--- src/rtl/dpp_pkg.sv ---
// Package: shared types and constants for the dual-input page program engine.
// Assumes: nothing beyond IEEE 1800-2017.
package dpp_pkg;

    // Command sequencer states
    typedef enum logic [2:0] {
        ST_IDLE,
        ST_OPC,
        ST_ADDR,
        ST_DATA,
        ST_SKIP,
        ST_PROG
    } dpp_state_e;

    // Opcode of the dual-input page program command
    localparam logic [7:0] OPC_DUAL_PROG = 8'hA2;

endpackage

--- src/rtl/dpp_edge.sv ---
// Module: dpp_edge
// Detects serial clock rises (while selected) and chip select edges by
// comparing each pin with its value one system clock earlier.
// Assumes: pins are synchronous to clk and sck runs several times slower.
module dpp_edge (
    input  logic clk,
    input  logic rst_n,
    input  logic sck,
    input  logic cs_n,
    output logic sck_rise,
    output logic cs_fall,
    output logic cs_rise
);

    logic sck_q;
    logic cs_q;

    // Hold last sampled pin values
    always_ff @(posedge clk) begin
        if (!rst_n) begin
            sck_q <= 1'b0;
            cs_q  <= 1'b1;
        end else begin
            sck_q <= sck;
            cs_q  <= cs_n;
        end
    end

    // Edge strobes for the current cycle
    always_comb begin
        sck_rise = sck & ~sck_q & ~cs_n;
        cs_fall  = cs_q & ~cs_n;
        cs_rise  = ~cs_q & cs_n;
    end

endmodule

--- src/rtl/dpp_page_buf.sv ---
// Module: dpp_page_buf
// Page-sized byte store with one written flag per offset. Flags clear
// together on clr; data is not reset.
// Assumes: clr and we are never asserted in the same cycle.
module dpp_page_buf #(
    parameter int OFF_W = 8
) (
    input  logic             clk,
    input  logic             rst_n,
    input  logic             clr,
    input  logic             we,
    input  logic [OFF_W-1:0] waddr,
    input  logic [7:0]       wdata,
    input  logic [OFF_W-1:0] raddr,
    output logic [7:0]       rdata,
    output logic             rflag
);

    localparam int DEPTH = 1 << OFF_W;

    logic [7:0]       mem [DEPTH];
    logic [DEPTH-1:0] flags;

    // Byte storage write port
    always_ff @(posedge clk) begin
        if (we) begin
            mem[waddr] <= wdata;
        end
    end

    // Written flags: cleared per command, set per stored byte
    always_ff @(posedge clk) begin
        if (!rst_n || clr) begin
            flags <= '0;
        end else if (we) begin
            flags[waddr] <= 1'b1;
        end
    end

    // Asynchronous read for the commit sweep
    always_comb begin
        rdata = mem[raddr];
        rflag = flags[raddr];
    end

endmodule

--- src/rtl/dpp_protect.sv ---
// Module: dpp_protect
// Flags a page as protected when it lies in the top fraction of the array
// chosen by the protection level: level n protects 1/2^(max-n) of the pages.
// Assumes: (2^BP_W - 2) <= PAGE_W.
module dpp_protect #(
    parameter int PAGE_W = 16,
    parameter int BP_W   = 3
) (
    input  logic [BP_W-1:0]   bp_level,
    input  logic [PAGE_W-1:0] page,
    output logic              prot
);

    localparam int BP_MAX = (1 << BP_W) - 1;

    logic [PAGE_W:0] span;
    logic [PAGE_W:0] first_prot;

    // Protected page count and the first protected page index
    always_comb begin
        span       = (PAGE_W+1)'(1) << PAGE_W;
        first_prot = span - (span >> (BP_MAX - int'(bp_level)));
        prot       = (bp_level != '0) && ({1'b0, page} >= first_prot);
    end

endmodule

--- src/rtl/dual_page_prog.sv ---
// Module: dual_page_prog (top)
// Accepts the dual-input page program command: opcode and address on dq0,
// data two bits per clock on dq1/dq0, buffers a page with wrap, and on a
// valid chip select rise runs a self-timed program cycle that strobes each
// written byte into the array port.
// Assumes: TPP_CYCLES > 2^OFF_W + 2; pins synchronous to clk.
module dual_page_prog #(
    parameter int ADDR_W     = 24,
    parameter int OFF_W      = 8,
    parameter int BP_W       = 3,
    parameter int TPP_CYCLES = 600
) (
    input  logic              clk,
    input  logic              rst_n,
    input  logic              cs_n,
    input  logic              sck,
    input  logic              dq0,
    input  logic              dq1,
    input  logic              wel_set,
    input  logic [BP_W-1:0]   bp_level,
    output logic              wip,
    output logic              wel,
    output logic              arr_we,
    output logic [ADDR_W-1:0] arr_addr,
    output logic [7:0]        arr_wdata
);

    import dpp_pkg::*;

    localparam int PAGE_W = ADDR_W - OFF_W;
    localparam int DEPTH  = 1 << OFF_W;
    localparam int BIT_W  = $clog2(ADDR_W);
    localparam int CNT_W  = $clog2(TPP_CYCLES) + 1;

    dpp_state_e        state;
    logic [BIT_W-1:0]  bit_cnt;
    logic [ADDR_W-1:0] sr;
    logic [PAGE_W-1:0] page;
    logic [OFF_W-1:0]  ptr;
    logic [1:0]        pair_cnt;
    logic              got_byte;
    logic [CNT_W-1:0]  prog_cnt;
    logic              wel_q;

    logic              sck_rise;
    logic              cs_fall;
    logic              cs_rise;
    logic              prot;
    logic [ADDR_W-1:0] sr_next1;
    logic [7:0]        byte_next;
    logic              buf_we;
    logic              buf_clr;
    logic [7:0]        buf_rdata;
    logic              buf_rflag;
    logic              wel_clr;

    dpp_edge u_edge (
        .clk      (clk),
        .rst_n    (rst_n),
        .sck      (sck),
        .cs_n     (cs_n),
        .sck_rise (sck_rise),
        .cs_fall  (cs_fall),
        .cs_rise  (cs_rise)
    );

    dpp_protect #(
        .PAGE_W (PAGE_W),
        .BP_W   (BP_W)
    ) u_protect (
        .bp_level (bp_level),
        .page     (page),
        .prot     (prot)
    );

    dpp_page_buf #(
        .OFF_W (OFF_W)
    ) u_buf (
        .clk   (clk),
        .rst_n (rst_n),
        .clr   (buf_clr),
        .we    (buf_we),
        .waddr (ptr),
        .wdata (byte_next),
        .raddr (prog_cnt[OFF_W-1:0]),
        .rdata (buf_rdata),
        .rflag (buf_rflag)
    );

    // Shift candidates and buffer control
    always_comb begin
        sr_next1  = {sr[ADDR_W-2:0], dq0};
        byte_next = {sr[5:0], dq1, dq0};
        buf_clr   = (state == ST_IDLE) && cs_fall;
        buf_we    = (state == ST_DATA) && sck_rise && !cs_rise && (pair_cnt == 2'd3);
        wel_clr   = (state == ST_PROG) && (prog_cnt == CNT_W'(DEPTH));
    end

    // Command sequencer: opcode, address, data phase and program cycle
    always_ff @(posedge clk) begin
        if (!rst_n) begin
            state    <= ST_IDLE;
            bit_cnt  <= '0;
            sr       <= '0;
            page     <= '0;
            ptr      <= '0;
            pair_cnt <= '0;
            got_byte <= 1'b0;
            prog_cnt <= '0;
        end else begin
            case (state)
                ST_IDLE: begin
                    if (cs_fall) begin
                        state   <= ST_OPC;
                        bit_cnt <= '0;
                    end
                end
                ST_OPC: begin
                    if (cs_rise) begin
                        state <= ST_IDLE;
                    end else if (sck_rise) begin
                        sr      <= sr_next1;
                        bit_cnt <= bit_cnt + 1'b1;
                        if (bit_cnt == BIT_W'(7)) begin
                            bit_cnt <= '0;
                            state   <= (sr_next1[7:0] == OPC_DUAL_PROG && wel_q) ? ST_ADDR : ST_SKIP;
                        end
                    end
                end
                ST_ADDR: begin
                    if (cs_rise) begin
                        state <= ST_IDLE;
                    end else if (sck_rise) begin
                        sr      <= sr_next1;
                        bit_cnt <= bit_cnt + 1'b1;
                        if (bit_cnt == BIT_W'(ADDR_W-1)) begin
                            page     <= sr_next1[ADDR_W-1:OFF_W];
                            ptr      <= sr_next1[OFF_W-1:0];
                            pair_cnt <= '0;
                            got_byte <= 1'b0;
                            state    <= ST_DATA;
                        end
                    end
                end
                ST_DATA: begin
                    if (cs_rise) begin
                        prog_cnt <= '0;
                        state    <= (got_byte && pair_cnt == 2'd0 && !prot) ? ST_PROG : ST_IDLE;
                    end else if (sck_rise) begin
                        sr       <= {sr[ADDR_W-3:0], dq1, dq0};
                        pair_cnt <= pair_cnt + 1'b1;
                        if (pair_cnt == 2'd3) begin
                            ptr      <= ptr + 1'b1;
                            got_byte <= 1'b1;
                        end
                    end
                end
                ST_SKIP: begin
                    if (cs_rise) begin
                        state <= ST_IDLE;
                    end
                end
                ST_PROG: begin
                    prog_cnt <= prog_cnt + 1'b1;
                    if (prog_cnt == CNT_W'(TPP_CYCLES-1)) begin
                        state <= ST_IDLE;
                    end
                end
                default: state <= ST_IDLE;
            endcase
        end
    end

    // Write-enable latch: set pulse wins over the in-cycle clear
    always_ff @(posedge clk) begin
        if (!rst_n) begin
            wel_q <= 1'b0;
        end else if (wel_set) begin
            wel_q <= 1'b1;
        end else if (wel_clr) begin
            wel_q <= 1'b0;
        end
    end

    // Status and array write port
    always_comb begin
        wip       = (state == ST_PROG);
        wel       = wel_q;
        arr_we    = wip && (prog_cnt < CNT_W'(DEPTH)) && buf_rflag;
        arr_addr  = {page, prog_cnt[OFF_W-1:0]};
        arr_wdata = buf_rdata;
    end

endmodule

--- config.mk ---
export PLATFORM = sky130hd
export DESIGN_NAME = dual_page_prog
export DESIGN_NICKNAME = d
export VERILOG_FILES = /design/src/rtl/dpp_pkg.sv /design/src/rtl/dpp_edge.sv /design/src/rtl/dpp_page_buf.sv /design/src/rtl/dpp_protect.sv /design/src/rtl/dual_page_prog.sv
export SDC_FILE = /design/constraint.sdc
export NUM_CORES = 2
export LEC_CHECK = 0
export CORE_MARGIN = 5
export CORE_UTILIZATION = 30
export DETAILED_ROUTE_END_ITERATION = 10
export SKIP_LAST_GASP = 1
export SYNTH_ARGS = -nofsm -noshare
export SYNTH_HDL_FRONTEND = slang
export SYNTH_SLANG_ARGS = --single-unit
--- constraint.sdc ---
create_clock -name clk -period 6.7 [get_ports clk]
set_input_delay 1.34 -clock clk [delete_from_list [all_inputs] [get_ports clk]]
set_output_delay 1.34 -clock clk [all_outputs]
set_load 0.05 [all_outputs]
Word level (Yosys, flattened, before mapping):

Memories as Yosys holds them, arrays and structs flattened. A register that Yosys moved wholly into a read port is not among the register bits.
Cells that the tools add are included.

* register bits after elaboration: 328
* memory bits (writable): 2048
* input port bits: 10
* output and inout bits: 35
* memories kept: 1

* add/subtract/negate cells: 6
* magnitude comparators: 5
* equality and inequality tests: 29
* shift operators: 1
* muxes and demuxes: 57
* bitwise gates (word level): 9
* reductions and logical operators: 32

Memory list
* u_buf.mem: words 256, width 8, rd ports 1, clocked after Yosys merged registers in 1, wr ports 1, RTL line dpp_page_buf.sv:21 `logic [7:0] mem [DEPTH];`

Operator list (count)
* OR 256 bit: 1
* two-way mux 23 bit: 4
* two-way mux 8 bit: 8
* case mux 23 bit (2 select lines): 1
* two-way mux 3 bit: 12
* right shift 17 x 32 -> 17 bit, first input constant: 1
* two-way mux 5 bit: 6
* inequality test 2 bit, second input constant: 11
* case mux 11 bit (2 select lines): 1
* less-than comparator 8 x 9 -> 1 bit, second input constant: 2
* case mux 3 bit (6 select lines): 1
* >= comparator 16 x 17 -> 1 bit: 1
* subtractor 17 bit, first input constant: 1
* case mux 8 bit (2 select lines): 1
* case mux 5 bit (3 select lines): 1
* logical AND 1 bit: 12
* two-way mux 1 bit: 12
* inequality test 3 bit, second input constant: 4
* AND reduction 6 bit: 2
* adder 11 x 1 -> 11 bit, second input constant: 1
* equality test 11 x 10 -> 1 bit, second input constant: 1
* equality test 11 x 9 -> 1 bit, second input constant: 1
* less-than comparator 11 x 9 -> 1 bit, second input constant: 1
* two-way mux 11 bit: 1
* 32 further kinds: 52

Longest topological paths before layout:

* word-level depth: 10
* depth in mapped cells: 12

Hierarchy:

From an unflattened synthesis, not the netlist that was laid out.

* cell total of the unflattened synthesis: 5175
* area, all modules: 92836.5 um^2

Modules (own cells, without submodules)
* dpp_page_buf: instances 1, cells each 4697, area each 88929.0 um^2
* dual_page_prog: instances 1, cells each 438, area each 3575.9 um^2
* dpp_protect: instances 1, cells each 33, area each 251.5 um^2
* dpp_edge: instances 1, cells each 7, area each 80.1 um^2

Worst setup path after synthesis:

OpenSTA, ideal clock, no wires.

* path type: reg2out
* start point: reg with a tool-made name
* end point: out arr_wdata[3]
* data arrival time: 3292 ps
* required time: 5360 ps
* setup slack: 2068 ps
* stages on the path, launching flop included: 13
* path buffers: 6
* cell sequence: dfxtp_1 -> buf_6 -> buf_6 -> buf_8 -> buf_12 -> buf_12 -> buf_12 -> mux2i_1 -> o221ai_2 -> o22ai_1 -> nor3_1 -> nor3_1 -> nor4_1

RTL lines
* end, declared: RTL line dual_page_prog.sv:25 `output logic [7:0] arr_wdata`

==> impl_metrics.csv <==
group,metric,value,unit
final_layout,fin_nets,5209,
worst_setup_path,start_kind,"register",
yosys,synth_cell_types,66,
detailed_routing,drt-total-wl,254700,µm
die,io_pins,45,
min_path,min_delay_path_depth,1,
worst_setup_path,r2r_setup_slack,2.61,ns
timing,rsz0062_at_grt,"false",
global_routing,antenna_found_initial,7,
die,core_area,0.3088,mm²
clocking,cts_root_buffer,"clkbuf_16",
timing,tightestPinTransition,1.172,ns
clocking,clkLatencyLatePin,0.89,ns
global_routing,grt_use_met3,0.02653,
yosys,synth_seq_area_share,0.7337,
detailed_routing,wl_per_cell,26.77,µm
placement,placed_area,0.09992,mm²
die,start_util,0.3011,
clocking,hold_buffers,0,
detailed_routing,antenna_left,0,
timing,hold_slack,0.4589,ns
global_routing,grt_max_degree,150,
timing,fin_crit,6.534,ns
yosys,synthArstFlopShare,0,
worst_setup_path,worstPathRequired,5.36,ns
power_and_ir_drop,seqPwrFrac,0.526,
timing,slew_headroom,0.2177,
power_and_ir_drop,ir_worst_vdd,242.8,µV
worst_setup_path,reg2reg_depth,7,
final_layout,fin_area,0.1080,mm²
global_routing,gr-max-usage-layer,"met2",
min_path,whs_endpoint,"u_buf.flags[238]$_SDFFE_PP0P_",
clocking,cts.sinks,2384,
clocking,numCtsBuffers,233,
power_and_ir_drop,p_per_area,287.5,mW/mm²
clocking,clk_path_buf_depth,3,
yosys,synthXorXnorAreaFrac,0.0005651,
power_and_ir_drop,power_frac_comb,0.036,
power_and_ir_drop,switching_share,0.2113,
status,run_status,"finished, final reports clean",
yosys,synth_ff_type,"edfxtp_1",
min_path,holdCritPathClass,"reg2reg",
min_path,hp-start,"u_buf.flags[238]$_SDFFE_PP0P_",
global_routing,grtUsageTotal,0.1547,
clocking,cts_resized,1,
detailed_routing,via_per_inst,5.113,
final_layout,area_growth,16.15,%
power_and_ir_drop,pwr-share-clk,0.439,
detailed_routing,vias,48650,
clocking,post_cts_buffers,0,
timing,hold_viol,0,
detailed_routing,drt_iter0_drc,5619,
detailed_routing,drcViolationCount,0,
timing,finalSetupViolations,0,
placement,io_buffers,44,
yosys,synthTopCellsByArea,"edfxtp_1 66%, mux4_2 13%, dfxtp_1 7.2%",
clocking,cts_tree,"built",
die,die_x,566.8,µm
die,dieHeight,566.8,µm
yosys,synth-compound-area-share,0.04916,
yosys,synth_warnings,0,
global_routing,use_met1,0.2052,
placement,gp_congestion,0.8080,
final_layout,fillers,28800,
timing,fin_crit_sh,0.9752,
yosys,syn_inst,4867,
power_and_ir_drop,p_leak,33.43,nW
die,rows,204,
detailed_routing,first_pass_iters,5,
final_layout,post-route-util,0.3497,
final_layout,final_common_cell,"edfxtp_1",
worst_setup_path,reg2reg_to,"u_buf.mem[164][3]$_DFFE_PP_",
global_routing,grt_pass1_vias,49090,
worst_setup_path,cp-end-kind,"primary output",
clocking,cts.htree.levels,4,
final_layout,mostFrequentLayoutCells,"2048 x edfxtp_1, 552 x mux4_2, 323 x dfxtp_1",
yosys,synthSimpleGateAreaFrac,0.03532,
timing,maxSlewViolCount,0,
timing,fin_skew,0.05921,ns
yosys,syn_nets,4894,
worst_setup_path,path_max_fanout,53,
clocking,clk_pin_slew,0.07,ns
yosys,synth_edf_count,2048,
yosys,synthMuxAreaShare,0.1596,
timing,tns,0,ns
worst_setup_path,crit_type,"reg2out",
flow_run,max-cap-violations,0,
timing,max_freq,153.1,MHz
global_routing,grt-ovfl-total,0,
yosys,syn_avg_cell_area,19.11,µm²
yosys,ys_seq_elements,2384,
yosys,synth_top_area_share,0.6613,
worst_setup_path,cp_data_arrival_time,5.19,ns
yosys,synth_top_family_by_area,"multiplexers",
yosys,synth_top_cell_by_area,"edfxtp_1",
power_and_ir_drop,p_int,24.49,mW
global_routing,use_met2,0.2617,
power_and_ir_drop,p_switching,6.560,mW
yosys,synthAdderAreaFrac,0.002287,
die,die-area,0.3212,mm²
global_routing,grt_first_pass_wirelength,365300,µm
placement,place_hpwl,157500,µm
worst_setup_path,worstReg2RegStart,"state[1]$_SDFFE_PN0P_",
yosys,netlist_area,0.09299,mm²
final_layout,drive_above_1_share,0.2520,
[metrics by stage]
stage	std cells	setup WS [ns]	power, mW
2_1_floorplan	4867	2.068	17.36
3_3_place_gp	9067	0.9599	17.75
3_5_place_dp	9067	0.9237	17.77
4_1_cts	9513	0.02558	31.28
5_1_grt	9515	0.06572	31.98
6_report	9516	0.1662	31.05
[layout make-up]
cell class	count	area, µm²	share of cell area
diodes	3	7.507	0.00006950
clock buffers	312	6441	0.05964
clock inverters	134	1639	0.01518
inverters	21	83.83	0.0007761
multi-input cells	2159	23070	0.2136
flip-flops and latches	2384	68270	0.6321
well taps	4120	5155	0.04773
repair buffers	383	3342	0.03094
[synthesized netlist by cell type, drive strengths merged, types with 5 or more instances]
master	count
a211oi	8
a21boi	20
a21oi	68
a22o	9
a31oi	7
and2	13
and3	6
buf	146
clkbuf	157
dfxtp	336
edfxtp	2048
ha	17
inv	19
mux2	21
mux2i	217
mux4	552
nand2	206
nand2b	16
nand3	57
nor2	293
nor2b	23
nor3	61
nor3b	5
nor4	28
o211a	23
o211ai	16
o21a	261
o21ai	16
o221ai	86
o22ai	53
o311ai	7
o31ai	10
or2	10
or3	8
[per-layer routing]
layer  routed length [µm]  up-vias  part of all wire
met2               126900     2013              0.50
met5                    0        -                 0
met3                18070      338             0.071
li1                     -    20450                 -
met1               102700    25850              0.40
met4                 7094        0             0.028
[worst max-delay path by stage]
stage | start | end | slack (ns) | depth (start not counted)
4_1_cts | register | arr_wdata[7] | 0.03 | 8
2_1_floorplan | register | arr_wdata[3] | 2.07 | 12
3_3_place_gp | register | arr_wdata[2] | 0.96 | 11
6_report | register | arr_wdata[4] | 0.17 | 7
3_5_place_dp | register | arr_wdata[2] | 0.92 | 11
5_1_grt | register | arr_wdata[7] | 0.07 | 11
[critical path: stages, from the launching register on]
cell     delay [ns]
dfxtp_4        0.81
buf_4          0.76
mux4_2         0.42
mux4_2         0.49
nor2b_1        0.18
nor4_1         1.02
nor4_2         0.31
buf_12         0.25
[flip-flops by register name, indices dropped and copies added, names as in the netlist, 2 cells and up, named ones only]
register and flops:
bit_cnt 5, state 3, ptr 8, prog_cnt 11
sr 23, u_buf.flags 256, pair_cnt 2, u_buf.mem 2048
page 16
[power groups by stage]
stage	clock network (mW)	registers, mW	logic, mW
after floorplan	0	16.7	0.641
after global placement	0	16.6	1.12
after detailed placement	0	16.6	1.13
after CTS	13.8	16.3	1.14
after global routing	14.5	16.3	1.19
final	13.6	16.3	1.11
[kinds of logic (layout without fill, tap and decap cells)]
group	after synthesis	in the layout
compound gates	605	605
other cells	0	3
fa+ha+maj	17	17
simple gates	741	741
buf+inv	324	850
xor+xnor	6	6
mux	790	790
flops	2384	2384
Note: power is estimated with default switching activity, not from simulation.
